$ cat src/rtl/pwm8_pkg.sv
// Package: source-select codes shared by the tick generator, the checker
// and anything that drives src_sel.
package pwm8_pkg;
    localparam int SRC_W = 3;
    localparam logic [SRC_W-1:0] SRC_TAP_A = 3'd0;  // main clock / 2^TAP_A
    localparam logic [SRC_W-1:0] SRC_TAP_B = 3'd1;
    localparam logic [SRC_W-1:0] SRC_TAP_C = 3'd2;
    localparam logic [SRC_W-1:0] SRC_TAP_D = 3'd3;  // also sub/8 in slow mode
    localparam logic [SRC_W-1:0] SRC_MAIN  = 3'd4;  // every main clock
    localparam logic [SRC_W-1:0] SRC_SUB   = 3'd5;  // every sub_tick pulse
    localparam int NUM_TAPS = 4;
endpackage

$ cat src/rtl/pwm8_tick_gen.sv
// Tick generator: a free-running main-clock prescaler with four power-of-two
// taps, plus a small prescaler on the slow-clock pulse. It picks one tick
// enable from src_sel; the slow mode restricts the choice to the slow-clock
// sources. Assumes sub_tick is a one-cycle pulse synchronous to clk.
module pwm8_tick_gen
    import pwm8_pkg::*;
#(
    parameter int TAP_A = 11,
    parameter int TAP_B = 7,
    parameter int TAP_C = 5,
    parameter int TAP_D = 3,
    parameter int SUB_W = 3
) (
    input  logic             clk,
    input  logic             rst_n,
    input  logic [SRC_W-1:0] src_sel,
    input  logic             slow_mode,
    input  logic             sub_tick,
    output logic             tick
);
    localparam int PRE_W = TAP_A;

    logic [PRE_W-1:0]    pre_q;
    logic [SUB_W-1:0]    sub_q;
    logic [NUM_TAPS-1:0] tap_tick;
    logic                sub_div_tick;

    // Free-running main-clock prescaler.
    always_ff @(posedge clk) begin
        if (!rst_n) pre_q <= '0;
        else        pre_q <= pre_q + 1'b1;
    end

    // Slow-clock pulse prescaler, advanced by each sub_tick.
    always_ff @(posedge clk) begin
        if (!rst_n)        sub_q <= '0;
        else if (sub_tick) sub_q <= sub_q + 1'b1;
    end

    // One tap per division ratio: fires when the low bits are all ones.
    for (genvar i = 0; i < NUM_TAPS; i++) begin : g_tap
        localparam int K = (i == 0) ? TAP_A : (i == 1) ? TAP_B :
                           (i == 2) ? TAP_C : TAP_D;
        assign tap_tick[i] = &pre_q[K-1:0];
    end

    assign sub_div_tick = sub_tick && (&sub_q);

    // Source multiplexer.
    always_comb begin
        tick = 1'b0;
        if (slow_mode) begin
            if (src_sel == SRC_TAP_D)    tick = sub_div_tick;
            else if (src_sel == SRC_SUB) tick = sub_tick;
        end else begin
            case (src_sel)
                SRC_TAP_A: tick = tap_tick[0];
                SRC_TAP_B: tick = tap_tick[1];
                SRC_TAP_C: tick = tap_tick[2];
                SRC_TAP_D: tick = tap_tick[3];
                SRC_MAIN:  tick = 1'b1;
                SRC_SUB:   tick = sub_tick;
                default:   tick = 1'b0;
            endcase
        end
    end
endmodule

$ cat src/rtl/pwm8_duty_buf.sv
// Duty buffer: a holding register and an active compare register. While
// running, writes go to the holding stage and move to the active stage at
// the wrap. While stopped, writes go straight through. A write in the wrap
// cycle wins over the held value. Assumes ovf is only asserted while running.
module pwm8_duty_buf #(
    parameter int W = 8
) (
    input  logic         clk,
    input  logic         rst_n,
    input  logic         run,
    input  logic         ovf,
    input  logic         wr_en,
    input  logic [W-1:0] wr_data,
    output logic [W-1:0] act_q
);
    logic [W-1:0] hold_q;

    // Holding stage captures every write.
    always_ff @(posedge clk) begin
        if (!rst_n)     hold_q <= '0;
        else if (wr_en) hold_q <= wr_data;
    end

    // Active stage: immediate load when stopped, wrap-time load when running.
    always_ff @(posedge clk) begin
        if (!rst_n)              act_q <= '0;
        else if (!run && wr_en)  act_q <= wr_data;
        else if (ovf)            act_q <= wr_en ? wr_data : hold_q;
    end
endmodule

$ cat src/rtl/pwm8_core.sv
// Counter core: an up-counter that advances on tick while running and is
// held at zero while stopped, a toggle flip-flop inverted on match and on
// wrap, and the one-cycle interrupt pulse. Assumes cmp is stable between
// wraps while running.
module pwm8_core #(
    parameter int W = 8
) (
    input  logic         clk,
    input  logic         rst_n,
    input  logic         run,
    input  logic         tick,
    input  logic [W-1:0] cmp,
    input  logic         ff_init,
    input  logic         ff_load,
    output logic [W-1:0] cnt_q,
    output logic         ff_q,
    output logic         ovf,
    output logic         irq_q
);
    logic match;

    assign ovf   = run && tick && (cnt_q == {W{1'b1}});
    assign match = run && tick && (cnt_q == cmp);

    // Counter: clear while stopped, advance on tick while running.
    always_ff @(posedge clk) begin
        if (!rst_n)    cnt_q <= '0;
        else if (!run) cnt_q <= '0;
        else if (tick) cnt_q <= cnt_q + 1'b1;
    end

    // Toggle flip-flop: preset only when stopped, toggle on match xor wrap.
    always_ff @(posedge clk) begin
        if (!rst_n)               ff_q <= 1'b0;
        else if (!run) begin
            if (ff_load)          ff_q <= ff_init;
        end else if (match ^ ovf) ff_q <= ~ff_q;
    end

    // Interrupt pulse follows the wrap by one cycle.
    always_ff @(posedge clk) begin
        if (!rst_n) irq_q <= 1'b0;
        else        irq_q <= ovf;
    end
endmodule

$ cat src/rtl/pwm8_timer.sv
// Top: double-buffered PWM timer. Ties together the tick generator, the
// duty buffer and the counter core, and drives the pin as the inverse of
// the timer flip-flop. Synchronous active-low reset throughout.
module pwm8_timer
    import pwm8_pkg::*;
#(
    parameter int DUTY_W = 8,
    parameter int TAP_A  = 11,
    parameter int TAP_B  = 7,
    parameter int TAP_C  = 5,
    parameter int TAP_D  = 3
) (
    input  logic              clk,
    input  logic              rst_n,
    input  logic              run_en,
    input  logic [SRC_W-1:0]  src_sel,
    input  logic              slow_mode,
    input  logic              sub_tick,
    input  logic              wr_en,
    input  logic [DUTY_W-1:0] wr_data,
    output logic [DUTY_W-1:0] rd_data,
    input  logic              ff_init,
    input  logic              ff_load,
    output logic              pwm_out,
    output logic              irq
);
    logic              tick;
    logic              ovf;
    logic              tff;
    logic [DUTY_W-1:0] cnt_q;
    logic [DUTY_W-1:0] act_cmp;

    pwm8_tick_gen #(
        .TAP_A(TAP_A), .TAP_B(TAP_B), .TAP_C(TAP_C), .TAP_D(TAP_D), .SUB_W(TAP_D)
    ) u_tick (
        .clk(clk), .rst_n(rst_n), .src_sel(src_sel), .slow_mode(slow_mode),
        .sub_tick(sub_tick), .tick(tick)
    );

    pwm8_duty_buf #(.W(DUTY_W)) u_duty (
        .clk(clk), .rst_n(rst_n), .run(run_en), .ovf(ovf),
        .wr_en(wr_en), .wr_data(wr_data), .act_q(act_cmp)
    );

    pwm8_core #(.W(DUTY_W)) u_core (
        .clk(clk), .rst_n(rst_n), .run(run_en), .tick(tick), .cmp(act_cmp),
        .ff_init(ff_init), .ff_load(ff_load), .cnt_q(cnt_q), .ff_q(tff),
        .ovf(ovf), .irq_q(irq)
    );

    assign rd_data = act_cmp;
    assign pwm_out = ~tff;
endmodule

$ cat config.mk
export PLATFORM = sky130hd
export DESIGN_NAME = pwm8_timer
export DESIGN_NICKNAME = d
export VERILOG_FILES = /design/src/rtl/pwm8_pkg.sv /design/src/rtl/pwm8_tick_gen.sv /design/src/rtl/pwm8_duty_buf.sv /design/src/rtl/pwm8_core.sv /design/src/rtl/pwm8_timer.sv
export SDC_FILE = /design/constraint.sdc
export NUM_CORES = 1
export LEC_CHECK = 0
export ABC_AREA = 1
export BUFFER_PORTS_ARGS = -buffer_cell sky130_fd_sc_hd__buf_2
export CAP_MARGIN = 15
export CORE_ASPECT_RATIO = 2
export CORE_MARGIN = 2
export CORE_UTILIZATION = 30
export CTS_CLUSTER_SIZE = 28
export DETAILED_ROUTE_END_ITERATION = 16
export HOLD_SLACK_MARGIN = 0.15
export PLACE_DENSITY = 0.58
export SYNTH_ARGS = -nofsm -noshare
export SYNTH_HDL_FRONTEND = slang
export SYNTH_SLANG_ARGS = --single-unit
$ cat constraint.sdc
create_clock -name clk -period 5.8 [get_ports clk]
set_input_delay 1.16 -clock clk [delete_from_list [all_inputs] [get_ports clk]]
set_output_delay 1.16 -clock clk [all_outputs]
set_load 0.01 [all_outputs]
Yosys cells after proc, flatten, opt, wreduce, memory -nomap -nowiden --
Index checks and enable logic that the tools add are counted.
Storage, ports and cells: register bits 40, bits of input ports 19, output and inout port bits 10, logic and storage cells 46
Cells by class: $add $sub $neg 3, equality and inequality tests 8, multiplexer cells 10, bitwise gates (word level) 2, reductions and logical operators 16
Operator list (count):
- two-way mux 8 bit | 3
- adder 11 x 1 -> 11 bit (second input constant) | 1
- AND reduction 11 bit | 1
- adder 8 x 1 -> 8 bit (second input constant) | 1
- equality test 8 bit | 1
- equality test 8 bit (second input constant) | 1
- AND reduction 7 bit | 1
- equality test 3 x 2 -> 1 bit (second input constant) | 2
- equality test 3 bit (second input constant) | 2
- two-way mux 1 bit | 6
- one-hot mux 1 bit (6 select lines) | 1
- AND reduction 3 bit | 2
- logical AND 1 bit | 5
- AND reduction 5 bit | 1
- AND reduction 2 bit | 2
- nonzero test 2 bit | 2
- adder 3 x 1 -> 3 bit (second input constant) | 1
- equality test 3 x 1 -> 1 bit (second input constant) | 1
- logical NOT 3 bit | 1
- != test 2 x 1 -> 1 bit (second input constant) | 1
- logical NOT 1 bit | 1
- inverter 1 bit | 1
- bitwise XOR 1 bit | 1

Longest topological paths before layout --
Gate-level depths: netlist of the first run.
depth after elaboration 9, mapped depth 17, depth with buffers taken out 16

Modules after synthesis --
Synthesis of the first run repeated with hierarchy kept, for this count alone.
Second synthesis, totals: cell total of the unflattened synthesis 295, area total of the unflattened synthesis 2038.2 µm²
By module, submodules not included:
- pwm8_tick_gen | times used 1, cells each 104, area each 724.4 µm², sequential area each 280.3 µm²
- pwm8_duty_buf | times used 1, cells each 96, area each 686.9 µm², sequential area each 320.3 µm²
- pwm8_core | times used 1, cells each 94, area each 623.1 µm², sequential area each 200.2 µm²
- pwm8_timer | times used 1, cells each 1, area each 3.8 µm², sequential area each 0.0 µm²

Worst setup path after synthesis of the first run --
OpenSTA, ideal clock, no wires.
path kind input port to flip-flop, start in src_sel[1], end reg u_duty.act_q[0], library setup time 115 ps, arrival 2063 ps, data required time 5685 ps, slack 3622 ps, cell stages on the path 11, buffers on the path 1, cells stage by stage nor2_1 nand2_1 nor2_1 nand2_1 nand3_2 nand2_2 nand2_4 nand3_4 buf_6 a21oi_1 nor2_1
Between the ends: word-level cells in the longest chain between the ends 7, elaborated cells between the ends (all ways) 13, classes of those cells eq/ne: 5; mux: 4; reduce/logical: 4
RTL lines:
- start: declaration | line pwm8_timer.sv:16 | input logic [SRC_W-1:0] src_sel,
- equality test 3 bit | line pwm8_tick_gen.sv:54, pwm8_tick_gen.sv:56
- two-way mux 1 bit | line pwm8_tick_gen.sv:54 | else if (src_sel == SRC_SUB) tick = sub_tick;
- two-way mux 1 bit | line pwm8_tick_gen.sv:53 | if (src_sel == SRC_TAP_D) tick = sub_div_tick;
- two-way mux 1 bit * | line pwm8_tick_gen.sv:52 | if (slow_mode) begin
- logical AND 1 bit * (2 in a row) | line pwm8_core.sv:22 | assign ovf = run && tick && (cnt_q == {W{1'b1}});
- nonzero test 2 bit (no line) *
- end signal: assignment | line pwm8_duty_buf.sv:27 | else if (!run && wr_en) act_q <= wr_data;
- end signal: assignment | line pwm8_duty_buf.sv:28 | else if (ovf) act_q <= wr_en ? wr_data : hold_q;
- end: declaration | line pwm8_duty_buf.sv:14 | output logic [W-1:0] act_q
Every way passes the cells marked *; elsewhere a longest branch is shown, timed or not. A chain may end at the register's enable or synchronous reset.

Worst setup path after layout of the first run --
start in src_sel[0], end reg u_duty.act_q[2]
Same word-level chain as after synthesis.

==> results of run 1 <==
==> state kept, by name, indices dropped and copies added, names as in the netlist <==
signal,flops
u_core.cnt_q,8
u_core.ff_q,1
u_core.irq_q,1
u_duty.act_q,8
u_duty.hold_q,8
u_tick.pre_q,11
u_tick.sub_q,3
==> per-layer routing <==
layer | track usage | up-vias
met3 | 0.0325 | 13
met1 | 0.126 | 807
met2 | 0.233 | 38
li1 | - | 1003
met5 | 0 | -
met4 | 0.0847 | 0
==> stage by stage <==
step | power, mW | setup slack, ns | hold slack, ns | cells | util
floorplan | 0.347 | 3.62 | 0.430 | 304 | -
global placement | 0.368 | 3.32 | 0.450 | 413 | 0.341
detailed placement | 0.370 | 3.30 | 0.460 | 413 | 0.341
CTS | 0.707 | 3.59 | 0.477 | 421 | 0.369
global route | 0.730 | 3.37 | 0.497 | 421 | 0.369
finish | 0.698 | 3.59 | 0.471 | 421 | 0.369
==> worst max-delay path: cells and delay by family <==
kind | cells | cell delay [ns]
and+or+nand+nor | 6 | 0.70
buffers and inverters | 2 | 0.18
AOI/OAI and AO/OA | 2 | 0.35
==> cell usage after synthesis <==
cell / n / area, um^2
nand3_4: 1 / 17.5
nand2_2: 2 / 12.5
and3_1: 1 / 6.26
xnor2_1: 7 / 61.3
o21ai_0: 14 / 70.1
nor2_4: 1 / 11.3
buf_2: 1 / 5.00
dfxtp_1: 40 / 801
inv_1: 50 / 188
xor2_1: 3 / 26.3
clkinv_1: 1 / 3.75
nand4_1: 6 / 37.5
nand3_2: 2 / 20.0
o21ai_1: 3 / 15.0
nand2_4: 1 / 11.3
nor2_2: 1 / 6.26
nand2_1: 73 / 274
nor2_1: 40 / 150
buf_6: 2 / 22.5
nor3_1: 3 / 15.0
nand3_1: 16 / 80.1
a21oi_1: 23 / 115
ha_1: 6 / 75.1
clkbuf_1: 4 / 15.0
inv_2: 3 / 11.3
==> where the power goes <==
part / leakage (nW) / internal (mW) / switching, mW
registers: 0.328 / 0.287 / 0.00779
logic: 0.798 / 0.0267 / 0.0409
clock network: 0.0901 / 0.226 / 0.109
total: 1.22 / 0.540 / 0.157
==> layout by cell type (no fill, tap or decap), drive strengths merged, types with 6 or more instances in the layout <==
cell     n
a21oi   23
nand2   76
xnor2    7
dfxtp   40
nor2    42
clkbuf   7
nand3   19
nand4    6
ha       6
inv     53
o21ai   17
buf     28
==> final cells by class <==
type	count	share of cell area
clock inverters	1	0.0123
repair buffers	28	0.0574
flip-flops and latches	40	0.328
multi-input cells	203	0.412
clock buffers	7	0.0625
inverters	54	0.0830
well taps	88	0.0451
==> cells by family after synthesis <==
group           synth area share
flops                      0.390
simple gates               0.313
xor+xnor                  0.0427
buf+inv                    0.120
compound gates            0.0976
fa+ha+maj                 0.0366
==> path summary, 6_finish.rpt <==
path,startpoint,end,slack (ns),depth (start not counted)
worst max-delay path,src_sel[0],u_duty.act_q[2]$_SDFFE_PN0P_,3.59,10
worst min register to register,u_tick.pre_q[3]$_SDFF_PN0_,u_tick.pre_q[3]$_SDFF_PN0_,0.47,2
worst max register to register,u_tick.pre_q[0]$_SDFF_PN0_,u_duty.act_q[2]$_SDFFE_PN0P_,3.68,16
worst min-delay path,u_tick.pre_q[3]$_SDFF_PN0_,u_tick.pre_q[3]$_SDFF_PN0_,0.47,2
==> summary.txt, run 1 <==
Outcome
  • Outcome: finished, final reports clean

Clock tree
  • Num CTS Buffers: 5
  • Hold buffer count at cts: 0
  • Worst-Skew Late Latency: 0.28 ns
  • CTS tree: done
  • Clock Tree Root: clkbuf_16
  • Postcts setup bufs: 0
  • Clk slew on worst S/H paths: 0.06 ns
  • Clock Path Buffers: 2
  • Clock sinks: 40
  • Htree depth: 2
  • Post-cts sizing count: 0

Place
  • Hpwl dp: 3330 um
  • Input/output buffers: 28
  • Area after DPL: 0.00226 mm^2
  • RD Place Congestion: 0.893

Critical path
  • Cells along the critical path: buf_2 > inv_1 > nor2_1 > nand2_1 > a21oi_1 > nand2_1 > nand2_4 > nand3_4 > a21oi_1 > nor2_1
  • Crit path DAT: 2.39 ns
  • Crit end category: register
  • CP Class: in2reg
  • Max stage delay on crit path: 0.21 ns
  • Startpoint types: input port
  • CP Max Fanout: 17
  • Worst Path Required: 5.98 ns
  • Worst path slowest cell: nand3_4

Detailed routing
  • Post-DRT Antenna Nets: 0
  • Number of remaining DRC errors: 0
  • Top routing layer used: met4
  • Drt pass-1 iters: 4
  • WL final: 4340 um
  • WL/cell: 10.3 um
  • Vias after detailed routing: 1861
  • Via/cell ratio: 4.42
  • Met3 wire length: 163 um
  • Initial drt markers: 75
  • Metal2 WL: 2270 um
  • Metal1 wirelength: 1730 um

Synthesis
  • Yosys reg bits: 40
  • Syn Area/Cell: 6.75 um^2
  • Unique masters post-synth: 25
  • Sequential fraction of the synthesis area: 0.390
  • Synth Instances: 304
  • Syn Nets: 329
  • Post-synthesis cell area: 0.00205 mm^2
  • Yosys warning count: 0

STA
  • RSZ-0062 raised after global routing: false
  • Max Fclk: 452 MHz
  • Fin. max-slew vios: 0
  • Worst-margin pin slew: 0.511 ns
  • Final-report hold violation count: 0
  • Slew margin rel.: 0.659
  • Minimum clock period: 2.21 ns
  • Final setup viols: 0
  • Final period utilization: 0.382
  • Setup TNS: 0 ns
  • Skew final: 0.00540 ns

Die
  • I/O pins: 29
  • Starting Density: 0.310
  • Core Box Area: 0.00662 mm^2
  • FP Rows: 42
  • Die area: 0.00755 mm^2
  • Die Wd: 62.5 um
  • Die extent in y: 121 um

GRT
  • Largest net degree at the start of global routing: 22
  • Vias in the first global route: 1780
  • Total global-route track usage: 0.128
  • First-pass GRT wire length: 7530 um
  • Initial antenna violation count: 0
  • Overflow after GRT: 0

Pwr
  • Leak pwr: 1.22 nW
  • PD cells: 286 mW/mm^2
  • Worst vdd ir: 0.000121 V

Cells and area
  • Post-route cell area: 0.00244 mm^2
  • Multi-input combinational cell area: 0.00100 mm^2
  • Layout cells sized above 1: 0.141
  • Register area: 801 um^2
  • Synthesis-to-layout area growth: 19.0%
  • Nets: 357
  • Inserted Diodes: 0
  • Fill cells: 756

Worst hold path
  • Hold Crit Class: reg2reg

Job
  • Max-Cap Viols: 0
Note: power is estimated with default switching activity, not from simulation.
==> inputs of run 2 (changes only) <==
- ABC_AREA: 1 -> 0
- PLACE_DENSITY: 0.58 -> 0.59
- clock period: 5.8 -> 2.2 ns (I/O delays scaled with it)
==> run 2 against run 1 <==
  * Sequential cell count unchanged
  * Register-to-register slack got worse by 3.5 ns
  * Non-clock buffer count up 7
  * Largest power group is now sequential cells
  * Global-route usage grew 0.086 points
  * Utilization up 1.0 points
  * Design area is 6.8% lower
==> summary.txt, run 2 <==
Pwr
  • Switching Power: 0.371 mW
  • Worst vdd ir: 0.000320 V
  • Pint: 1.24 mW
  • Comb pwr share: 0.093
  • Power share of the clock group: 0.427
  • Total chip power: 1.61 mW
  • Leak pwr: 0.996 nW
  • Net Sw Frac: 0.231
  • Seq pwr share: 0.480
  • PD cells: 708 mW/mm^2

Synthesis
  • Largest cells by area after synthesis: dfxtp_1 43%, xnor2_1 7.9%, mux2i_1 6.4%
  • Post-synthesis cell area: 0.00188 mm^2
  • Primary FF master, synth: dfxtp_1
  • Post-synth EDFFs: 0
  • Syn Nets: 215
  • Top cell type's share of synthesized area: 0.426
  • Cell accounting for the most synthesized area: dfxtp_1
  • Synth Instances: 190
  • Most frequent cell after synthesis: dfxtp_1
  • Unique masters post-synth: 39
  • Syn Area/Cell: 9.88 um^2
  • Sequential fraction of the synthesis area: 0.426
  • Yosys reg bits: 40
  • Yosys warning count: 0
  • Top cells by count, synth: 40 x dfxtp_1, 17 x xnor2_1, 14 x nor2b_1
  • Post-synth ARST share: 0

Clock tree
  • Worst-Skew Late Latency: 0.28 ns
  • Clock Tree Root: clkbuf_16
  • Htree depth: 2
  • Num CTS Buffers: 5
  • Clock Path Buffers: 2
  • Clk slew on worst S/H paths: 0.05 ns
  • Clock sinks: 40
  • CTS tree: done

Place
  • Input/output buffers: 28
  • Hpwl dp: 3030 um
  • RD Place Congestion: 0.748

Critical path
  • Crit path top cell by count: o31a_1
  • CP Class: reg2reg
  • Startpoint types: register
  • CP Max Fanout: 4
  • Max stage delay on crit path: 0.37 ns
  • Cells along the critical path: ha_2 > nand3_2 > buf_4 > nor4_4 > o21a_2 > nor2_4 > o31a_1 > o31a_1
  • Worst Path Required: 2.38 ns
  • Crit end category: register
  • Crit path DAT: 2.24 ns
  • Worst path slowest cell: dfxtp_1

Die
  • Die extent in y: 116 um
  • Core Box Area: 0.00601 mm^2
  • Starting Density: 0.313
  • Die Wd: 59.9 um
  • Die area: 0.00695 mm^2
  • FP Rows: 40
  • I/O pins: 29

Detailed routing
  • Number of remaining DRC errors: 0
  • Vias after detailed routing: 1452
  • Post-DRT Antenna Nets: 0
  • WL/cell: 13.8 um
  • Initial drt markers: 11
  • Via/cell ratio: 5.02
  • Drt pass-1 iters: 4
  • WL final: 3980 um

GRT
  • Total global-route track usage: 0.129
  • Largest net degree at the start of global routing: 20
  • Overflow after GRT: 0
  • Vias in the first global route: 1522
  • First-pass GRT wire length: 6640 um
  • Initial antenna violation count: 0

Cells and area
  • Most frequent cells in the layout: 40 x dfxtp_1, 28 x buf_2, 17 x xnor2_1, 14 x nor2b_1
  • Layout cells sized above 1: 0.226
  • Inserted Diodes: 0
  • Synthesis-to-layout area growth: 21.1%
  • Finished Core Util: 0.379
  • Number of flip-flops in the largest register: 11
  • Nets: 251
  • Biggest register: u_tick.pre_q
  • Most common library cell in the layout ignoring fill and taps: dfxtp_1

STA
  • Max Fclk: 484 MHz
  • Minimum clock period: 2.07 ns
  • Final-report hold violation count: 0
  • Skew final: 0.00285 ns
  • Fin. max-slew vios: 0
  • Slew margin rel.: 0.769
  • WHS: 0.439 ns
  • Final period utilization: 0.940
  • Final setup viols: 0
  • Setup TNS: 0 ns
  • RSZ-0062 raised after global routing: false
  • Worst-margin pin slew: 0.346 ns

Job
  • Max-Cap Viols: 0

Outcome
  • Outcome: finished, final reports clean

Worst hold path
  • Hold Crit Class: in2reg
-- run 2: kinds of logic after synthesis --
| logic type | count (synthesis) | share of synthesized area |
|---|---|---|
| muxes | 12 | 0.0640 |
| xor gates and xnor gates | 24 | 0.112 |
| buffers and inverters | 12 | 0.0346 |
| adders and majority gates | 6 | 0.0400 |
| and+or+nand+nor | 64 | 0.197 |
| AOI/OAI and AO/OA | 32 | 0.126 |
| DFF | 40 | 0.426 |
-- run 2: power by group through the flow --
stage | Combinational (mW) | Clock [mW] | Sequential, mW
2_1_floorplan | 0.0929 | 0 | 0.789
3_3_place_gp | 0.144 | 0 | 0.788
3_5_place_dp | 0.145 | 0 | 0.789
4_1_cts | 0.146 | 0.711 | 0.774
5_1_grt | 0.167 | 0.732 | 0.776
6_report | 0.150 | 0.688 | 0.774
-- run 2: area by class of cell --
cell class	instances	area [um^2]
inverters	6	22.5
well taps	63	78.8
clock inverters	1	5.00
clock buffers	6	129
multi-input cells	138	1050
fillers	631	3730
repair buffers	35	193
flip-flops and latches	40	801
-- run 2: path summary, 6_finish.rpt --
kind	start	end	slack [ns]	cells after the start
min	wr_data[5]	u_duty.hold_q[5]$_SDFF_PN0_	0.44	3
min reg2reg	u_tick.pre_q[0]$_SDFF_PN0_	u_tick.pre_q[0]$_SDFF_PN0_	0.48	1
max reg2reg	u_tick.pre_q[0]$_SDFF_PN0_	u_core.ff_q$_SDFFE_PN0P_	0.13	8
max	u_tick.pre_q[0]$_SDFF_PN0_	u_core.ff_q$_SDFFE_PN0P_	0.13	8
-- run 2: what timing repair did --
item	in CTS	in global routing
setup buffers	0	1
gates resized for setup	0	7
endpoints found under the setup margin	0	13
hold buffers	0	0
-- run 2: routing by layer --
| metal | up-vias | part of all wire | track usage |
|---|---|---|---|
| met5 | - | 0 | 0 |
| met4 | 0 | 0.048 | 0.0889 |
| met3 | 13 | 0.034 | 0.0357 |
| met2 | 27 | 0.55 | 0.236 |
| met1 | 683 | 0.37 | 0.114 |
| li1 | 729 | - | - |
-- run 2: critical path, delay by kind of cell, from the launching register on --
family	cells	cell delay, ns
AND/OR/NAND/NOR	3	0.44
AO/OA/AOI/OAI	3	0.78
flip-flops	1	0.37
buffers and inverters	1	0.15
adder cells (fa/ha/maj)	1	0.21
-- run 2: metrics by stage --
stage               instance area [um^2]  setup WS [ns]  cells
floorplan                           1880         0.0793    190
global placement                    2100          0.122    281
detailed placement                  2100         0.0826    281
CTS                                 2230         0.0749    288
global route                        2270        0.00384    289
finish                              2270          0.132    289
==> inputs of run 3 (changes only) <==
- PLACE_DENSITY: 0.59 -> default
==> run 3 against run 2 <==
  * Clock power fell by 0.6%
  * Total power shrank 0.47%
  * Hold slack improved by 0.0055 ns
  * Die area unchanged
  * Setup slack improved by 0.040 ns
  * Clock-buffer cell count did not move
  * First-iteration DRC count rose to 2.7 times the previous value
  * Routed wire length fell by 0.50%
  * Sequential power about the same
  * Critical endpoint unchanged
  * Largest cell class unchanged
==> summary.txt, run 3 (synthesis gave the netlist of run 2 again) <==
Outcome
  • Outcome: finished, final reports clean

Cells and area
  • Most common library cell in the layout ignoring fill and taps: dfxtp_1
  • Nets: 251
  • Synthesis-to-layout area growth: 20.2%
  • Number of flip-flops in the largest register: 11
  • Layout cells sized above 1: 0.212
  • Biggest register: u_tick.pre_q
  • Finished Core Util: 0.376
  • Multi-input combinational cell area: 0.00103 mm^2
  • Register area: 801 um^2
  • Fill cells: 613
  • Post-route cell area: 0.00226 mm^2
  • Most frequent cells in the layout: 40 x dfxtp_1, 28 x buf_2, 17 x xnor2_1, 14 x nor2b_1
  • Inserted Diodes: 0

GRT
  • First-pass GRT wire length: 6710 um
  • Total global-route track usage: 0.134
  • Vias in the first global route: 1452
  • Largest net degree at the start of global routing: 20
  • Overflow after GRT: 0
  • Initial antenna violation count: 0

STA
  • RSZ-0062 raised after global routing: true
  • Worst-margin pin slew: 0.333 ns
  • Final period utilization: 0.922
  • WHS: 0.444 ns
  • Final-report hold violation count: 0
  • Slew margin rel.: 0.778
  • Fin. max-slew vios: 0
  • Minimum clock period: 2.03 ns
  • Setup TNS: 0 ns
  • Skew final: 0.00536 ns
  • Max Fclk: 493 MHz
  • Final setup viols: 0

Clock tree
  • Post-cts sizing count: 0
  • Clock Path Buffers: 2
  • Clock Tree Root: clkbuf_16
  • Hold buffer count at cts: 0
  • Clk slew on worst S/H paths: 0.06 ns
  • CTS tree: done
  • Clock sinks: 40
  • Postcts setup bufs: 0
  • Worst-Skew Late Latency: 0.28 ns
  • Htree depth: 2
  • Num CTS Buffers: 5

Place
  • Input/output buffers: 28
  • Area after DPL: 0.00211 mm^2
  • Hpwl dp: 3050 um
  • RD Place Congestion: 0.781

Critical path
  • Critical path's top delay family: compound AO/OA/AOI/OAI gates
  • CP Buf/Inv Count: 1
  • Startpoint types: register
  • Cells along the critical path: ha_1 > nand3_1 > inv_1 > ha_1 > mux2i_1 > o22ai_1 > o21a_2 > nor2_2 > o31a_1 > o31a_1
  • CP Max Fanout: 5
  • CP Class: reg2reg
  • Worst Path Required: 2.38 ns
  • Crit path DAT: 2.21 ns
  • Max stage delay on crit path: 0.37 ns
  • Crit end category: register
  • Worst path slowest cell: dfxtp_1

Die
  • Die area: 0.00695 mm^2
  • FP Rows: 40
  • Starting Density: 0.313
  • Die extent in y: 116 um
  • Die Wd: 59.9 um
  • I/O pins: 29
  • Core Box Area: 0.00601 mm^2

Detailed routing
  • WL final: 3960 um
  • Initial drt markers: 30
  • Via/cell ratio: 4.90
  • Post-DRT Antenna Nets: 0
  • Vias after detailed routing: 1416
  • WL/cell: 13.7 um
  • Number of remaining DRC errors: 0
  • Drt pass-1 iters: 4

Pwr
  • PD cells: 710 mW/mm^2
  • Leak pwr: 0.997 nW
  • Total chip power: 1.60 mW
  • Worst vdd ir: 0.000428 V

Worst hold path
  • Hold Crit Class: in2reg

Job
  • Max-Cap Viols: 0
-- run 3: cell counts in the layout (fill, tap and decap cells not counted) --
Identical to the previous run, type by type.
-- run 3: metrics by stage --
stage	setup slack, ns	instances
3_5_place_dp	0.0967	282
4_1_cts	0.0923	289
3_3_place_gp	0.143	282
6_report	0.172	289
2_1_floorplan	0.0793	190
5_1_grt	-0.0295	289
-- run 3: worst paths after layout --
kind                            depth (start not counted)                  startpoint  slack [ns]                     endpoint
worst min register to register                          1  u_tick.pre_q[0]$_SDFF_PN0_        0.48   u_tick.pre_q[0]$_SDFF_PN0_
worst max-delay path                                   10  u_tick.pre_q[0]$_SDFF_PN0_        0.17     u_core.ff_q$_SDFFE_PN0P_
worst min-delay path                                    3                  wr_data[1]        0.44  u_duty.hold_q[1]$_SDFF_PN0_
worst max register to register                         10  u_tick.pre_q[0]$_SDFF_PN0_        0.17     u_core.ff_q$_SDFFE_PN0P_
-- run 3: tightest hold or removal path: cells and delay by family --
kind	cells	cell delay [ns]
buffers and inverters	1	0.08
muxes	1	0.07
and+or+nand+nor	1	0.10
-- run 3: layout make-up --
| type | instances | area share |
|---|---|---|
| clock buffer | 6 | 0.0571 |
| clock inverter | 1 | 0.00222 |
| inverter | 6 | 0.00998 |
| multi-input combinational | 138 | 0.456 |
| sequential | 40 | 0.355 |
| tap | 63 | 0.0349 |
| timing repair buffer | 35 | 0.0854 |
-- run 3: power breakdown --
part	internal (mW)	switching (mW)
clock network	0.412	0.273
logic	0.0723	0.0731
registers	0.753	0.0204
total	1.24	0.366
-- run 3: metal layers --
metal / up-vias / share of wire / track usage
met1: 655 / 0.37 / 0.126
met3: 8 / 0.028 / 0.0424
li1: 734 / - / -
met4: 0 / 0.030 / 0.0919
met5: - / 0 / 0
met2: 19 / 0.57 / 0.234
